$ cat src/rtl/msq_pkg.sv
package msq_pkg;
  localparam int unsigned CMD_W  = 24;
  localparam int unsigned WAIT_W = 16;

  localparam logic [7:0] OPC_WRITE    = 8'hB3;
  localparam logic [7:0] OPC_WAIT_N   = 8'h61;
  localparam logic [7:0] OPC_WAIT_735 = 8'h62;
  localparam logic [7:0] OPC_WAIT_882 = 8'h63;
  localparam logic [7:0] OPC_END      = 8'h66;
  localparam logic [3:0] OPC_SHORT_HI = 4'h7;

  localparam logic [WAIT_W-1:0] LEN_735 = 16'd735;
  localparam logic [WAIT_W-1:0] LEN_882 = 16'd882;

  typedef enum logic [1:0] {
    K_NOP,
    K_WRITE,
    K_WAIT,
    K_END
  } cmd_kind_e;

  typedef struct packed {
    cmd_kind_e         kind;
    logic [WAIT_W-1:0] wait_len;
    logic [7:0]        reg_off;
    logic [7:0]        reg_dat;
  } cmd_t;

  typedef enum logic [1:0] {
    S_IDLE,
    S_RUN,
    S_DONE
  } seq_state_e;
endpackage

$ cat src/rtl/msq_cmd_decode.sv
module msq_cmd_decode
  import msq_pkg::*;
(
  input  logic [CMD_W-1:0] word_i,
  output cmd_t             cmd_o
);
  logic [7:0] opc, op_lo, op_hi;

  assign opc   = word_i[23:16];
  assign op_lo = word_i[15:8];
  assign op_hi = word_i[7:0];

  always_comb begin
    cmd_o          = '0;
    cmd_o.kind     = K_NOP;
    cmd_o.reg_off  = op_lo;
    cmd_o.reg_dat  = op_hi;
    cmd_o.wait_len = '0;
    if (opc == OPC_WRITE) begin
      cmd_o.kind = K_WRITE;
    end else if (opc == OPC_END) begin
      cmd_o.kind = K_END;
    end else if (opc == OPC_WAIT_N) begin
      // little-endian length; zero length degrades to a no-op
      cmd_o.wait_len = {op_hi, op_lo};
      cmd_o.kind     = (|{op_hi, op_lo}) ? K_WAIT : K_NOP;
    end else if (opc == OPC_WAIT_735) begin
      cmd_o.wait_len = LEN_735;
      cmd_o.kind     = K_WAIT;
    end else if (opc == OPC_WAIT_882) begin
      cmd_o.wait_len = LEN_882;
      cmd_o.kind     = K_WAIT;
    end else if (opc[7:4] == OPC_SHORT_HI) begin
      cmd_o.wait_len = {{(WAIT_W-4){1'b0}}, opc[3:0]} + {{(WAIT_W-1){1'b0}}, 1'b1};
      cmd_o.kind     = K_WAIT;
    end
  end
endmodule

$ cat src/rtl/msq_wait_timer.sv
module msq_wait_timer #(
  parameter int unsigned W = 16
) (
  input  logic         clk_i,
  input  logic         rst_ni,
  input  logic         clear_i,
  input  logic         load_i,
  input  logic [W-1:0] load_val_i,
  input  logic         tick_i,
  output logic         busy_o
);
  localparam logic [W-1:0] ONE = {{(W-1){1'b0}}, 1'b1};

  logic [W-1:0] cnt_q;

  always_ff @(posedge clk_i or negedge rst_ni) begin
    if (!rst_ni) begin
      cnt_q <= '0;
    end else if (clear_i) begin
      cnt_q <= '0;
    end else if (load_i) begin
      cnt_q <= load_val_i;
    end else if (tick_i && (cnt_q != '0)) begin
      cnt_q <= cnt_q - ONE;
    end
  end

  assign busy_o = (cnt_q != '0);

  p_hold_no_tick_r8: assert property (@(posedge clk_i) disable iff (!rst_ni)
    (busy_o && !tick_i && !clear_i && !load_i) |=> $stable(cnt_q));
  p_count_tick_r8: assert property (@(posedge clk_i) disable iff (!rst_ni)
    (busy_o && tick_i && !clear_i && !load_i) |=> (cnt_q == $past(cnt_q) - ONE));
  p_load_nonzero_r5: assert property (@(posedge clk_i) disable iff (!rst_ni)
    load_i |-> (load_val_i != '0));
  p_load_idle_r8: assert property (@(posedge clk_i) disable iff (!rst_ni)
    load_i |-> !busy_o);
  p_clear_r11: assert property (@(posedge clk_i) disable iff (!rst_ni)
    clear_i |=> !busy_o);
endmodule

$ cat src/rtl/msq_fetch_ctrl.sv
module msq_fetch_ctrl
  import msq_pkg::*;
#(
  parameter int unsigned ADDR_W = 8
) (
  input  logic              clk_i,
  input  logic              rst_ni,
  input  logic              start_i,
  input  cmd_kind_e         kind_i,
  input  logic              wait_busy_i,
  output logic [ADDR_W-1:0] rom_addr_o,
  output logic              exec_o,
  output logic              done_o
);
  localparam logic [ADDR_W-1:0] ADDR_ONE = {{(ADDR_W-1){1'b0}}, 1'b1};

  seq_state_e        state_q;
  logic [ADDR_W-1:0] addr_q;

  // start wins over the command in flight
  assign exec_o = (state_q == S_RUN) && !wait_busy_i && !start_i;

  always_ff @(posedge clk_i or negedge rst_ni) begin
    if (!rst_ni) begin
      state_q <= S_IDLE;
      addr_q  <= '0;
    end else if (start_i) begin
      state_q <= S_RUN;
      addr_q  <= '0;
    end else if (exec_o) begin
      if (kind_i == K_END) begin
        state_q <= S_DONE;
      end else begin
        addr_q <= addr_q + ADDR_ONE;
      end
    end
  end

  assign rom_addr_o = addr_q;
  assign done_o     = (state_q == S_DONE);

  p_idle_hold_r1: assert property (@(posedge clk_i) disable iff (!rst_ni)
    ((state_q == S_IDLE) && !start_i) |=> ((state_q == S_IDLE) && (rom_addr_o == '0)));
  p_start_addr_zero_r11: assert property (@(posedge clk_i) disable iff (!rst_ni)
    start_i |=> ((rom_addr_o == '0) && !done_o));
  p_addr_step_r4: assert property (@(posedge clk_i) disable iff (!rst_ni)
    !start_i |=> ((rom_addr_o == $past(rom_addr_o)) || (rom_addr_o == $past(rom_addr_o) + ADDR_ONE)));
  p_done_hold_r9: assert property (@(posedge clk_i) disable iff (!rst_ni)
    (done_o && !start_i) |=> (done_o && $stable(rom_addr_o)));
  p_stall_r8: assert property (@(posedge clk_i) disable iff (!rst_ni)
    (wait_busy_i && !start_i) |=> $stable(rom_addr_o));
endmodule

$ cat src/rtl/msq_reg_port.sv
module msq_reg_port #(
  parameter int unsigned           REG_AW   = 16,
  parameter logic [REG_AW-1:0]     REG_BASE = 16'hFF10
) (
  input  logic              clk_i,
  input  logic              rst_ni,
  input  logic              wr_en_i,
  input  logic [7:0]        off_i,
  input  logic [7:0]        dat_i,
  output logic              reg_wr_o,
  output logic [REG_AW-1:0] reg_addr_o,
  output logic [7:0]        reg_data_o
);
  localparam logic [REG_AW-1:0] WIN_TOP = {{(REG_AW-8){1'b0}}, 8'hFF};

  always_ff @(posedge clk_i or negedge rst_ni) begin
    if (!rst_ni) begin
      reg_wr_o   <= 1'b0;
      reg_addr_o <= '0;
      reg_data_o <= '0;
    end else begin
      reg_wr_o <= wr_en_i;
      if (wr_en_i) begin
        reg_addr_o <= REG_BASE + {{(REG_AW-8){1'b0}}, off_i};
        reg_data_o <= dat_i;
      end
    end
  end

  p_addr_window_r3: assert property (@(posedge clk_i) disable iff (!rst_ni)
    reg_wr_o |-> ((reg_addr_o - REG_BASE) <= WIN_TOP));
  p_wr_follows_r3: assert property (@(posedge clk_i) disable iff (!rst_ni)
    wr_en_i |=> (reg_wr_o && (reg_data_o == $past(dat_i))));
endmodule

$ cat src/rtl/music_cmd_seq.sv
module music_cmd_seq
  import msq_pkg::*;
#(
  parameter int unsigned       ADDR_W   = 8,
  parameter int unsigned       REG_AW   = 16,
  parameter logic [REG_AW-1:0] REG_BASE = 16'hFF10
) (
  input  logic              clk_i,
  input  logic              rst_ni,
  input  logic              start_i,
  input  logic              tick_i,
  output logic [ADDR_W-1:0] rom_addr_o,
  input  logic [CMD_W-1:0]  rom_data_i,
  output logic              reg_wr_o,
  output logic [REG_AW-1:0] reg_addr_o,
  output logic [7:0]        reg_data_o,
  output logic              done_o
);
  cmd_t cmd;
  logic exec, wait_busy;

  msq_cmd_decode u_dec (
    .word_i (rom_data_i),
    .cmd_o  (cmd)
  );

  msq_fetch_ctrl #(.ADDR_W(ADDR_W)) u_ctrl (
    .clk_i       (clk_i),
    .rst_ni      (rst_ni),
    .start_i     (start_i),
    .kind_i      (cmd.kind),
    .wait_busy_i (wait_busy),
    .rom_addr_o  (rom_addr_o),
    .exec_o      (exec),
    .done_o      (done_o)
  );

  msq_wait_timer #(.W(WAIT_W)) u_wait (
    .clk_i      (clk_i),
    .rst_ni     (rst_ni),
    .clear_i    (start_i),
    .load_i     (exec && (cmd.kind == K_WAIT)),
    .load_val_i (cmd.wait_len),
    .tick_i     (tick_i),
    .busy_o     (wait_busy)
  );

  msq_reg_port #(.REG_AW(REG_AW), .REG_BASE(REG_BASE)) u_port (
    .clk_i      (clk_i),
    .rst_ni     (rst_ni),
    .wr_en_i    (exec && (cmd.kind == K_WRITE)),
    .off_i      (cmd.reg_off),
    .dat_i      (cmd.reg_dat),
    .reg_wr_o   (reg_wr_o),
    .reg_addr_o (reg_addr_o),
    .reg_data_o (reg_data_o)
  );

  p_no_write_done_r9: assert property (@(posedge clk_i) disable iff (!rst_ni)
    done_o |-> !reg_wr_o);
  p_wait_no_write_r8: assert property (@(posedge clk_i) disable iff (!rst_ni)
    (wait_busy && $past(wait_busy)) |-> !reg_wr_o);
endmodule

$ cat config.mk
export PLATFORM = sky130hd
export DESIGN_NAME = music_cmd_seq
export DESIGN_NICKNAME = d
export VERILOG_FILES = /design/src/rtl/msq_pkg.sv /design/src/rtl/msq_cmd_decode.sv /design/src/rtl/msq_wait_timer.sv /design/src/rtl/msq_fetch_ctrl.sv /design/src/rtl/msq_reg_port.sv /design/src/rtl/music_cmd_seq.sv
export SDC_FILE = /design/constraint.sdc
export NUM_CORES = 1
export LEC_CHECK = 0
export ABC_CLOCK_PERIOD_IN_PS = 2140
export BUFFER_PORTS_ARGS = -buffer_cell sky130_fd_sc_hd__buf_2
export CORE_MARGIN = 5
export CORE_UTILIZATION = 40
export DETAILED_ROUTE_END_ITERATION = 8
export HOLD_SLACK_MARGIN = 0.08
export SKIP_LAST_GASP = 1
export SLEW_MARGIN = 20
export SYNTH_ARGS = -nofsm -noshare
export SYNTH_HDL_FRONTEND = slang
export SYNTH_SLANG_ARGS = --single-unit
$ cat constraint.sdc
create_clock -name clk_i -period 2.14 [get_ports clk_i]
set_input_delay 0.428 -clock clk_i [delete_from_list [all_inputs] [get_ports clk_i]]
set_output_delay 0.428 -clock clk_i [all_outputs]
set_load 0.05 [all_outputs]
==> summary.txt, run 1 <==
Status
  • Outcome: finished, final reports clean

Global route
  • Global-route wire length before repair: ~13000 µm
  • Overflow after GRT: 0
  • Vias in the first global route: 2497
  • Antenna violations before repair: 0
  • Overall Global Routing Usage: around 18%
  • Pin count of the biggest net entering global routing: 29

Timing
  • Worst slew pin tran: ~0.48 ns
  • Number of max-slew violations in the final report: 0
  • Min Clock Period, post-route: ~2.0 ns
  • Post-route setup slack: between 0.1 and 0.15 ns
  • Fmax: 500 MHz
  • Final hold viol count: 0
  • Worst Clk Skew: ~0.010 ns
  • Final setup fails: 0
  • RSZ-0062 raised after global routing: no
  • Max-Slew Margin vs Limit: between 60% and 70%
  • Final period util: approximately 93%

Cells and area
  • Synth-to-Final Area Change: 25.6%
  • N_diodes: 0
  • # fillers: 674
  • Nets: 431
  • Fraction of layout cells with a size suffix above 1: a little under 30%
  • Fin area: around 3500 µm²

Clock network
  • Sink Count: 45
  • Worst skew pair latency: roughly 0.3 ns
  • Reg clk slew, reported paths: around 0.09 ns
  • CTS tree: built
  • H-tree depth: 2
  • CTS Buf Count: 5
  • Max Buffers Root-to-Sink: 2
  • Root buf cell: clkbuf_8
  • Post-CTS setup buffers: 0

Worst setup path
  • Critical path start-end classification: register to register
  • Crit path max-delay cell type: dfrtp_1
  • CP Cell Sequence: nor4_4, nand4_4, buf_4, nor4_1, buf_4, xnor2_1, nor2_1
  • Crit Path Max Fanout: 8
  • Endpoint class of the critical path: register
  • Setup crit start kind: register
  • Slowest cell delay on critical path: between 0.4 and 0.5 ns
  • Critical path arrival: between 2 and 2.5 ns
  • Crit path required time: between 2 and 2.5 ns
  • Cell mode on critical path: buf_4

Place
  • DP Wirelength: 5980 µm
  • Placer congestion estimate: around 0.93
  • Port bufs: between 60 and 70
  • Worst slack, placed: -0.0665 ns
  • Post-Place Cell Area: ~3300 µm²

Synth
  • Area leader, netlist: dfrtp_1
  • Synthesized Nets: 350
  • Ys async rst share: 100%
  • Synth area leaders: dfrtp_1 41%, nand2_1 7.5%, xnor2_1 3.8%
  • Synth unique cells: 50
  • Post-Syn Area: approximately 2800 µm²
  • Cells after synthesis: 314
  • Most frequent cell after synthesis: nand2_1
  • Post-Synth Adder-Cell Area: under 10%
  • Compound-Gate Fraction of Synth Area: 11.8%
  • Main combinational cell family by area after synthesis: simple AND/OR/NAND/NOR gates
  • XOR/XNOR share of the synthesized area: around 7%
  • Mux contribution to synthesized area: between 1 and 1.5%
  • Syn_area_per_cell: 8.79 µm²
  • Number of synthesized flops with an enable pin: 0
  • Top FF cell, synth: dfrtp_1
  • Synth Warn #: 0
  • Simple-Gate Fraction of Synth Area: a little under a third
  • Post-synth top area share: about two fifths
  • Flops & latches, synth: 45
  • Post-synth top cells: 55 x nand2_1, 45 x dfrtp_1, 24 x nor2_1
  • Post-synthesis sequential area ratio: 40.8%

Drt
  • WL per Instance: between 15 and 20 µm
  • Via count: around 2600
  • First DRT Iteration DRCs: 231
  • DR pass1 iterations: 5
  • DRC viols: 0
  • Final WL: approximately 7600 µm
  • Vias/cell: about 5.5
  • DRT antenna net count: 0

Floorplanning
  • Top Ports: 62
  • Initial core utilization: about two fifths
  • Die Y: a little over 90 µm
  • Die X: about 93 µm
  • CORE AREA: about 6800 µm²
  • Core Rows: 30
  • Die ar.: 8660 µm²

Min path
  • Worst Hold Class: input pin to register

Flow run
  • Max-cap violation count: 0

Power and ir drop
  • Pleak: approximately 1.7 nW
  • Post-layout power: around 4.3 mW
  • Pwr dens: about 1200 nW/µm²
  • Max VDD drop: around 0.44 mV
[critical path, delay by kind of cell, from the launching register on]
family                 cells  cell delay (ns)
flip-flops                 1             0.45
AND/OR/NAND/NOR            4             0.92
buffers and inverters      2             0.38
XOR/XNOR                   1             0.11
[final timing paths]
path,cells after the start,startpoint,end,slack [ns]
min,3,rom_data_i[9],u_port.reg_addr_o[1],0.39
max,7,u_wait.cnt_q[14],u_ctrl.rom_addr_o[0],0.14
min reg2reg,2,u_port.reg_data_o[4],u_port.reg_data_o[4],0.47
max reg2reg,7,u_wait.cnt_q[14],u_ctrl.rom_addr_o[0],0.14
min in group asynchronous,2,rst_ni,u_port.reg_addr_o[4],0.58
max in group asynchronous,3,rst_ni,u_ctrl.rom_addr_o[4],0.98
[layout make-up]
| cell class | instances | area (µm²) | area share (%) |
|---|---|---|---|
| multi-input combinational | 238 | 1530 | 44.0 |
| inverter | 12 | 45.0 | 1.30 |
| timing repair buffer | 93 | 548 | 15.8 |
| clock buffer | 6 | 82.6 | 2.38 |
| tap | 80 | 100 | 2.89 |
| clock inverter | 2 | 37.5 | 1.08 |
| sequential | 45 | 1130 | 32.5 |
[stage by stage]
stage	util, %	setup TNS, ns	hold WS (ns)	cells
after global placement	48.9	0	0.378	467
after global routing	51.3	0	0.376	476
after floorplan	-	0	0.132	314
after detailed placement	48.9	-0.504	0.376	467
after CTS	50.9	0	0.377	476
final	51.3	0	0.388	476
[flip-flops by register name, summed over array words and instances (netlist names)]
signal / count
u_port.reg_data_o: 8
u_port.reg_wr_o: 1
u_ctrl.state_q: 2
u_wait.cnt_q: 16
u_port.reg_addr_o: 10
u_ctrl.rom_addr_o: 8
[where the power goes]
group | total, mW | switching (mW) | internal (mW) | leakage (nW)
clock network | 0.667 | 0.287 | 0.380 | 0.0574
logic | 2.37 | 1.37 | 0.999 | 1.01
registers | 1.22 | 0.210 | 1.00 | 0.615
[logic make-up (layout without fill, tap and decap cells)]
| kind of cell | Yosys count | count (layout) |
|---|---|---|
| flip-flops | 45 | 45 |
| multiplexers | 3 | 3 |
| XOR/XNOR | 22 | 22 |
| AND/OR/NAND/NOR | 157 | 157 |
| adder cells (fa/ha/maj) | 8 | 8 |
| buffers and inverters | 31 | 113 |
| AO/OA/AOI/OAI | 48 | 48 |
[layer usage]
layer / vias to the layer above / track usage [%] / routed length [µm]
met4: 0 / 5.13 / 89
met1: 1234 / 24.9 / 3520
met5: - / 0 / 0
met3: 8 / 2.82 / 315
li1: 1281 / - / -
met2: 72 / 30.4 / 3630
[placed cells by master (no fill, tap or decap), drive strengths merged, types with 2 or more instances in the layout]
cell type  count
mux2i          3
a31oi          2
or2            2
ha             8
xor2          10
nor2          24
o21a           2
buf           92
nor4b          3
clkbuf         6
nor3           8
xnor2         12
nand4         16
nand4bb        2
o21ai         14
nor4          13
dfrtp         45
nor2b          3
or3b           2
nand2         55
and4           3
a21oi          8
inv           12
o2111ai        2
a22oi          2
nand3         11
and2           3
o211ai         2
or3            6
o22ai          7
[timing repair]
action | in CTS | in global routing
gates resized for setup | 1 | 6
endpoints found under the setup margin | 2 | 21
pin swaps | 1 | 0
hold buffers | 1 | 0
hold endpoints to repair | 16 | 0
Power figures use the tool's default switching activity.
==> run 2: changes to the inputs <==
--- a/config.mk
+++ b/config.mk
@@ -7,10 +7,12 @@
 export LEC_CHECK = 0
 export ABC_CLOCK_PERIOD_IN_PS = 2140
 export BUFFER_PORTS_ARGS = -buffer_cell sky130_fd_sc_hd__buf_2
+export CORE_ASPECT_RATIO = 1.5
 export CORE_MARGIN = 5
 export CORE_UTILIZATION = 40
 export DETAILED_ROUTE_END_ITERATION = 8
 export HOLD_SLACK_MARGIN = 0.08
+export SETUP_SLACK_MARGIN = 0.1
 export SKIP_LAST_GASP = 1
 export SLEW_MARGIN = 20
 export SYNTH_ARGS = -nofsm -noshare
==> summary.txt, run 2 (synthesis gave the netlist of run 1 again) <==
Drt
  • Via count: 2639 (+1.7%)
  • WL per Instance: 17.0 µm (+6.9%)
  • DRT antenna net count: 0 (unchanged)
  • DR pass1 iterations: 4 (-1)
  • DRC viols: 0 (unchanged)
  • Vias/cell: 5.51 (+1.1%)
  • Final WL: 8130 µm (+7.6%)
  • First DRT Iteration DRCs: 137 (-41%)

Power and ir drop
  • Pwr dens: 1240 nW/µm² (+1.2%)
  • Switching share of power: 45.0% (+0.99 points)
  • Psw: 1.96 mW (+4.8%)
  • Pleak: 1.70 nW (+1.3%)
  • Internal power: 2.40 mW (+0.64%)
  • Max VDD drop: 0.783 mV (+78%)
  • Combinational power share: 60.5% (+4.7 points)
  • Sequential share of power: 27.3% (-1.3 points)
  • Clock power share: 12.2% (-3.5 points)

Floorplanning
  • Die Y: 112 µm (+20%)
  • Die ar.: 8690 µm² (+0.40%)
  • Top Ports: 62 (unchanged)
  • Die X: 77.8 µm (-16%)
  • CORE AREA: 6810 µm² (+0.72%)
  • Initial core utilization: 40.5% (-0.29 points)
  • Core Rows: 37 (+23%)

Cells and area
  • Biggest regs: u_wait.cnt_q x16, u_port.reg_addr_o x10
  • N_diodes: 0 (unchanged)
  • Synth-to-Final Area Change: 27.2%
  • Fraction of layout cells with a size suffix above 1: 32.9% (+3.6 points)
  • Leading cell type in the layout, fill and taps excluded: buf_2
  • Nets: 436 (+1.2%)
  • Max FFs per register: 16 (unchanged)
  • Most frequent cells in the layout: 61 x buf_2, 55 x nand2_1, 43 x dfrtp_1
  • Post-layout util: 51.6% (+0.28 points)
  • Post-route insts no fill: 479 (+0.63%)
  • Reg with most FFs: u_wait.cnt_q

Place
  • Placed Cells incl. Taps: 470 (+0.64%)
  • Placer congestion estimate: 0.879 (-5.1%)
  • Port bufs: 61 (unchanged)
  • DP Wirelength: 6410 µm (+7.1%)

Global route
  • Overflow after GRT: 0 (unchanged)
  • Vias in the first global route: 2694 (+7.9%)
  • Antenna violations before repair: 0 (unchanged)
  • Global-route wire length before repair: 13400 µm (+6.7%)
  • Pin count of the biggest net entering global routing: 29 (unchanged)
  • Overall Global Routing Usage: 19.3% (+0.92 points)

Timing
  • Number of max-slew violations in the final report: 0 (unchanged)
  • Fmax: 515 MHz (+3.1%)
  • Final setup fails: 0 (unchanged)
  • Final period util: 90.7% (-2.8 points)
  • Worst slew pin tran: 0.587 ns (+0.111 ns)
  • Min Clock Period, post-route: 1.94 ns (-0.0592 ns)
  • Worst Clk Skew: 0.0115 ns (+0.00109 ns)
  • Final hold viol count: 0 (unchanged)
  • RSZ-0062 raised after global routing: yes
  • Max-Slew Margin vs Limit: 60.8% (-7.4 points)

Clock network
  • Hold_buf cts: 0 (-1)
  • Root buf cell: clkbuf_8
  • Worst skew pair latency: 0.31 ns (about the same)
  • Reg clk slew, reported paths: 0.09 ns (about the same)
  • CTS tree: built
  • H-tree depth: 2 (unchanged)
  • CTS Buf Count: 5 (unchanged)
  • Sink Count: 45 (unchanged)
  • Max Buffers Root-to-Sink: 2 (unchanged)

Worst setup path
  • CP bufs+invs: 1 (-1)
  • Crit path required time: 2.34 ns (+0.03 ns)
  • CP Cell Sequence: nor4_4, nand4_4, buf_6, or3_4, xor2_1, nor2_1
  • CP delay by family, top: simple AND/OR/NAND/NOR gates
  • Setup crit start kind: register
  • Critical path start-end classification: register to register
  • Critical path arrival: 2.14 ns (-0.03 ns)
  • Crit path max-delay cell type: dfrtp_2
  • Endpoint class of the critical path: register
  • Crit Path Max Fanout: 7 (-1)
  • Slowest cell delay on critical path: 0.45 ns (about the same)

Min path
  • Worst Hold Class: input pin to asynchronous set/reset pin

Flow run
  • Max-cap violation count: 0 (unchanged)

Status
  • Outcome: finished, final reports clean
==> run 2: changes by cell type in the layout (fill, tap and decap cells not counted), moves of 2 or more <==
cell / before / now
buf_4: 31 / 36
clkinv_2: 0 / 2
dfrtp_1: 45 / 43
dfrtp_2: 0 / 2
nor4_1: 10 / 8
nor4_2: 1 / 3
or3_1: 6 / 4
or3_4: 0 / 2
==> run 2: final cells by class <==
cell class | instances | area [µm²]
inverters | 12 | 45.0
well taps | 78 | 97.6
repair buffers | 98 | 587
flip-flops and latches | 45 | 1130
clock inverters | 2 | 10.0
multi-input cells | 238 | 1570
fillers | 658 | 3300
clock buffers | 6 | 72.6
==> run 2: path summary, 6_finish.rpt <==
| path | to | slack, ns | depth (start not counted) | from |
|---|---|---|---|---|
| worst min register to register | u_port.reg_addr_o[1] | 0.47 | 2 | u_port.reg_addr_o[1] |
| worst max-delay path | u_ctrl.rom_addr_o[7] | 0.20 | 6 | u_wait.cnt_q[7] |
| worst max register to register | u_ctrl.rom_addr_o[7] | 0.20 | 6 | u_wait.cnt_q[7] |
| min in group clk_i | u_port.reg_data_o[4] | 0.37 | 3 | rom_data_i[4] |
| worst min-delay path | u_port.reg_data_o[2] | 0.11 | 1 | rst_ni |
| max in group asynchronous | u_wait.cnt_q[8] | 1.40 | 2 | rst_ni |
==> run 2: per-stage QoR <==
stage / instance area (µm²) / hold slack, ns / TNS (ns) / worst slack [ns] / total power, mW
final: 3510 / 0.109 / 0 / 0.200 / 4.36
after global routing: 3510 / 0.155 / 0 / 0.0856 / 4.67
after CTS: 3440 / 0.121 / 0 / 0.0814 / 4.20
after detailed placement: 3340 / 0.450 / -0.520 / -0.0728 / 3.60
after global placement: 3340 / 0.445 / -0.304 / -0.0484 / 3.60
after floorplan: 2770 / 0.132 / 0 / 0.127 / 2.65
==> run 2: routing by layer <==
layer	up-vias	share of wire [%]	global-route usage [%]
li1	1285	-	-
met1	1267	39	21.4
met2	70	53	34.9
met3	17	4.7	3.88
met4	0	3.2	8.03
met5	-	0	0
==> run 2: power by group through the flow <==
stage	Combinational (mW)	Clock, mW	Sequential [mW]
floorplan	1.38	0	1.27
global placement	2.41	0	1.19
detailed placement	2.42	0	1.19
CTS	2.48	0.547	1.17
global route	2.88	0.575	1.22
finish	2.64	0.531	1.19
==> run 2: what timing repair did <==
action                                  4_1_cts  5_1_grt
endpoints found under the setup margin       14       32
resized for setup                             3       14
buffers inserted                              0        1
pin swaps                                     1        1
==> run 2: worst register-to-register path, cell delays in order, from the launching register on <==
cell and delay [ns]:
dfrtp_2 0.45, nor4_4 0.37, nand4_4 0.23, buf_6 0.21, or3_4 0.39, xor2_1 0.14, nor2_1 0.05
==> run 3: changes to the inputs <==
--- a/config.mk
+++ b/config.mk
@@ -5,13 +5,14 @@
 export SDC_FILE = /design/constraint.sdc
 export NUM_CORES = 1
 export LEC_CHECK = 0
-export ABC_CLOCK_PERIOD_IN_PS = 2140
+export ABC_CLOCK_PERIOD_IN_PS = 2100
 export BUFFER_PORTS_ARGS = -buffer_cell sky130_fd_sc_hd__buf_2
 export CORE_ASPECT_RATIO = 1.5
 export CORE_MARGIN = 5
 export CORE_UTILIZATION = 40
 export DETAILED_ROUTE_END_ITERATION = 8
 export HOLD_SLACK_MARGIN = 0.08
+export MAX_ROUTING_LAYER = met4
 export SETUP_SLACK_MARGIN = 0.1
 export SKIP_LAST_GASP = 1
 export SLEW_MARGIN = 20
==> constraint.sdc (replaced) <==
create_clock -name clk_i -period 2.1 [get_ports clk_i]
set_input_delay 0.42 -clock clk_i [delete_from_list [all_inputs] [get_ports clk_i]]
set_output_delay 0.42 -clock clk_i [all_outputs]
set_load 0.05 [all_outputs]
==> summary.txt, run 3 (synthesis gave the netlist of run 1 again) <==
Cells and area
  • Synth-to-Final Area Change: 29.3%
  • Biggest regs: u_wait.cnt_q x16, u_port.reg_addr_o x10
  • Most frequent cells in the layout: 61 x buf_2, 55 x nand2_1, 45 x dfrtp_1
  • Leading cell type in the layout, fill and taps excluded: buf_2
  • Post-layout util: 52.4% (+0.85 points)
  • Fraction of layout cells with a size suffix above 1: 33.5% (+0.58 points)
  • Nets: 438 (+0.46%)
  • Post-route insts no fill: 481 (+0.42%)
  • N_diodes: 0 (unchanged)
  • Reg with most FFs: u_wait.cnt_q
  • Max FFs per register: 16 (unchanged)
  • Fin area: 3570 µm² (+1.6%)

Global route
  • Global-route wire length before repair: 12900 µm (-3.5%)
  • Vias in the first global route: 2681 (-0.48%)
  • Overall Global Routing Usage: 19.0% (-0.22 points)
  • Overflow after GRT: 0 (unchanged)
  • Antenna violations before repair: 0 (unchanged)
  • Pin count of the biggest net entering global routing: 46 (+59%)

Status
  • Outcome: finished, final reports clean

Timing
  • Worst Clk Skew: 0.00763 ns (-0.00385 ns)
  • Final period util: 92.7% (+2.0 points)
  • Final setup fails: 0 (unchanged)
  • Fmax: 514 MHz (-0.30%)
  • RSZ-0062 raised after global routing: yes
  • Min Clock Period, post-route: 1.95 ns (+0.00582 ns)
  • Final hold slack: 0.197 ns (+0.0875 ns)
  • Worst slew pin tran: 0.570 ns (-0.0174 ns)
  • Number of max-slew violations in the final report: 0 (unchanged)
  • Max-Slew Margin vs Limit: 62.0% (+1.2 points)
  • Final hold viol count: 0 (unchanged)

Drt
  • Final WL: 7960 µm (-2.1%)
  • DRT antenna net count: 0 (unchanged)
  • DRC viols: 0 (unchanged)
  • WL per Instance: 16.6 µm (-2.5%)
  • First DRT Iteration DRCs: 125 (-8.8%)
  • Vias/cell: 5.57 (+1.1%)
  • Via count: 2678 (+1.5%)
  • DR pass1 iterations: 4 (unchanged)

Clock network
  • CTS Buf Count: 5 (unchanged)
  • Reg clk slew, reported paths: 0.09 ns (about the same)
  • Max Buffers Root-to-Sink: 2 (unchanged)
  • Sink Count: 45 (unchanged)
  • CTS tree: built
  • Worst skew pair latency: 0.30 ns (about the same)
  • Root buf cell: clkbuf_8
  • H-tree depth: 2 (unchanged)

Place
  • Placed Cells incl. Taps: 470 (unchanged)
  • Post-Place Cell Area: 3340 µm² (unchanged)
  • Port bufs: 61 (unchanged)
  • DP Wirelength: 6220 µm (-3.0%)
  • Placer congestion estimate: 0.902 (+2.7%)

Worst setup path
  • Critical path arrival: 2.13 ns (about the same)
  • Endpoint class of the critical path: register
  • Critical path start-end classification: register to register
  • CP bufs+invs: 2 (+1)
  • CP Cell Sequence: nor4_4, nand4_4, buf_6, buf_4, nand3_1, xor2_1, o22ai_2
  • Setup crit start kind: register
  • Slowest cell delay on critical path: 0.42 ns (-0.03 ns)
  • Crit path max-delay cell type: dfrtp_1
  • Crit Path Max Fanout: 6 (-1)
  • Crit path required time: 2.28 ns (-0.06 ns)
  • CP delay by family, top: simple AND/OR/NAND/NOR gates

Floorplanning
  • Core Rows: 37 (unchanged)
  • CORE AREA: 6810 µm² (unchanged)
  • Top Ports: 62 (unchanged)
  • Die Y: 112 µm (unchanged)
  • Die X: 77.8 µm (unchanged)
  • Die ar.: 8690 µm² (unchanged)
  • Initial core utilization: 40.5% (unchanged)

Power and ir drop
  • Max VDD drop: 0.602 mV (-23%)
  • Pleak: 1.72 nW (+1.3%)
  • Pwr dens: 1290 nW/µm² (+4.2%)

Flow run
  • Max-cap violation count: 0 (unchanged)

Min path
  • Worst Hold Class: input pin to asynchronous set/reset pin
## run 3: per-layer routing
layer	up-vias	track usage [%]	part of all wire (%)
li1	1299	-	-
met1	1296	20.6	38
met2	69	34.8	55
met3	14	2.99	4.4
met4	0	5.96	2.2
met5	-	-	0
## run 3: final cells by class
class	instances	area (µm²)
inverter	12	45.0
clock buffer	6	72.6
timing repair buffer	100	606
multi-input combinational	238	1610
fill	675	3240
tap	78	97.6
sequential	45	1130
clock inverter	2	10.0
## run 3: per-stage QoR
stage          worst slack [ns]  power (mW)  setup TNS, ns
2_1_floorplan            0.0948        2.70              0
3_3_place_gp             -0.180        3.58          -1.94
3_5_place_dp             -0.205        3.60          -2.45
4_1_cts                  0.0531        4.30              0
5_1_grt                  0.0781        4.92              0
6_report                  0.154        4.62              0
## run 3: final timing paths
kind	cells after the start	slack, ns	end	start
worst max-delay path	7	0.15	u_wait.cnt_q[7]	u_wait.cnt_q[9]
worst min-delay path	2	0.20	u_port.reg_addr_o[4]	rst_ni
worst max register to register	7	0.15	u_wait.cnt_q[7]	u_wait.cnt_q[9]
worst min register to register	2	0.46	u_port.reg_data_o[7]	u_port.reg_data_o[7]
max in group asynchronous	2	1.52	u_wait.cnt_q[5]	rst_ni
min in group clk_i	3	0.37	u_port.reg_data_o[4]	rom_data_i[4]
## run 3: what timing repair did
action | in CTS | in global routing
buffers inserted | 3 | 0
cloned | 0 | 0
endpoints found under the setup margin | 14 | 39
gates resized for setup | 5 | 17
pin swaps | 1 | 6
hold buffers | 0 | 0
## run 3: where the power goes
group	internal, mW	leakage (nW)	switching (mW)
sequential	1.02	0.615	0.190
combinational	1.28	1.06	1.59
clock	0.231	0.0450	0.305
total	2.53	1.72	2.08
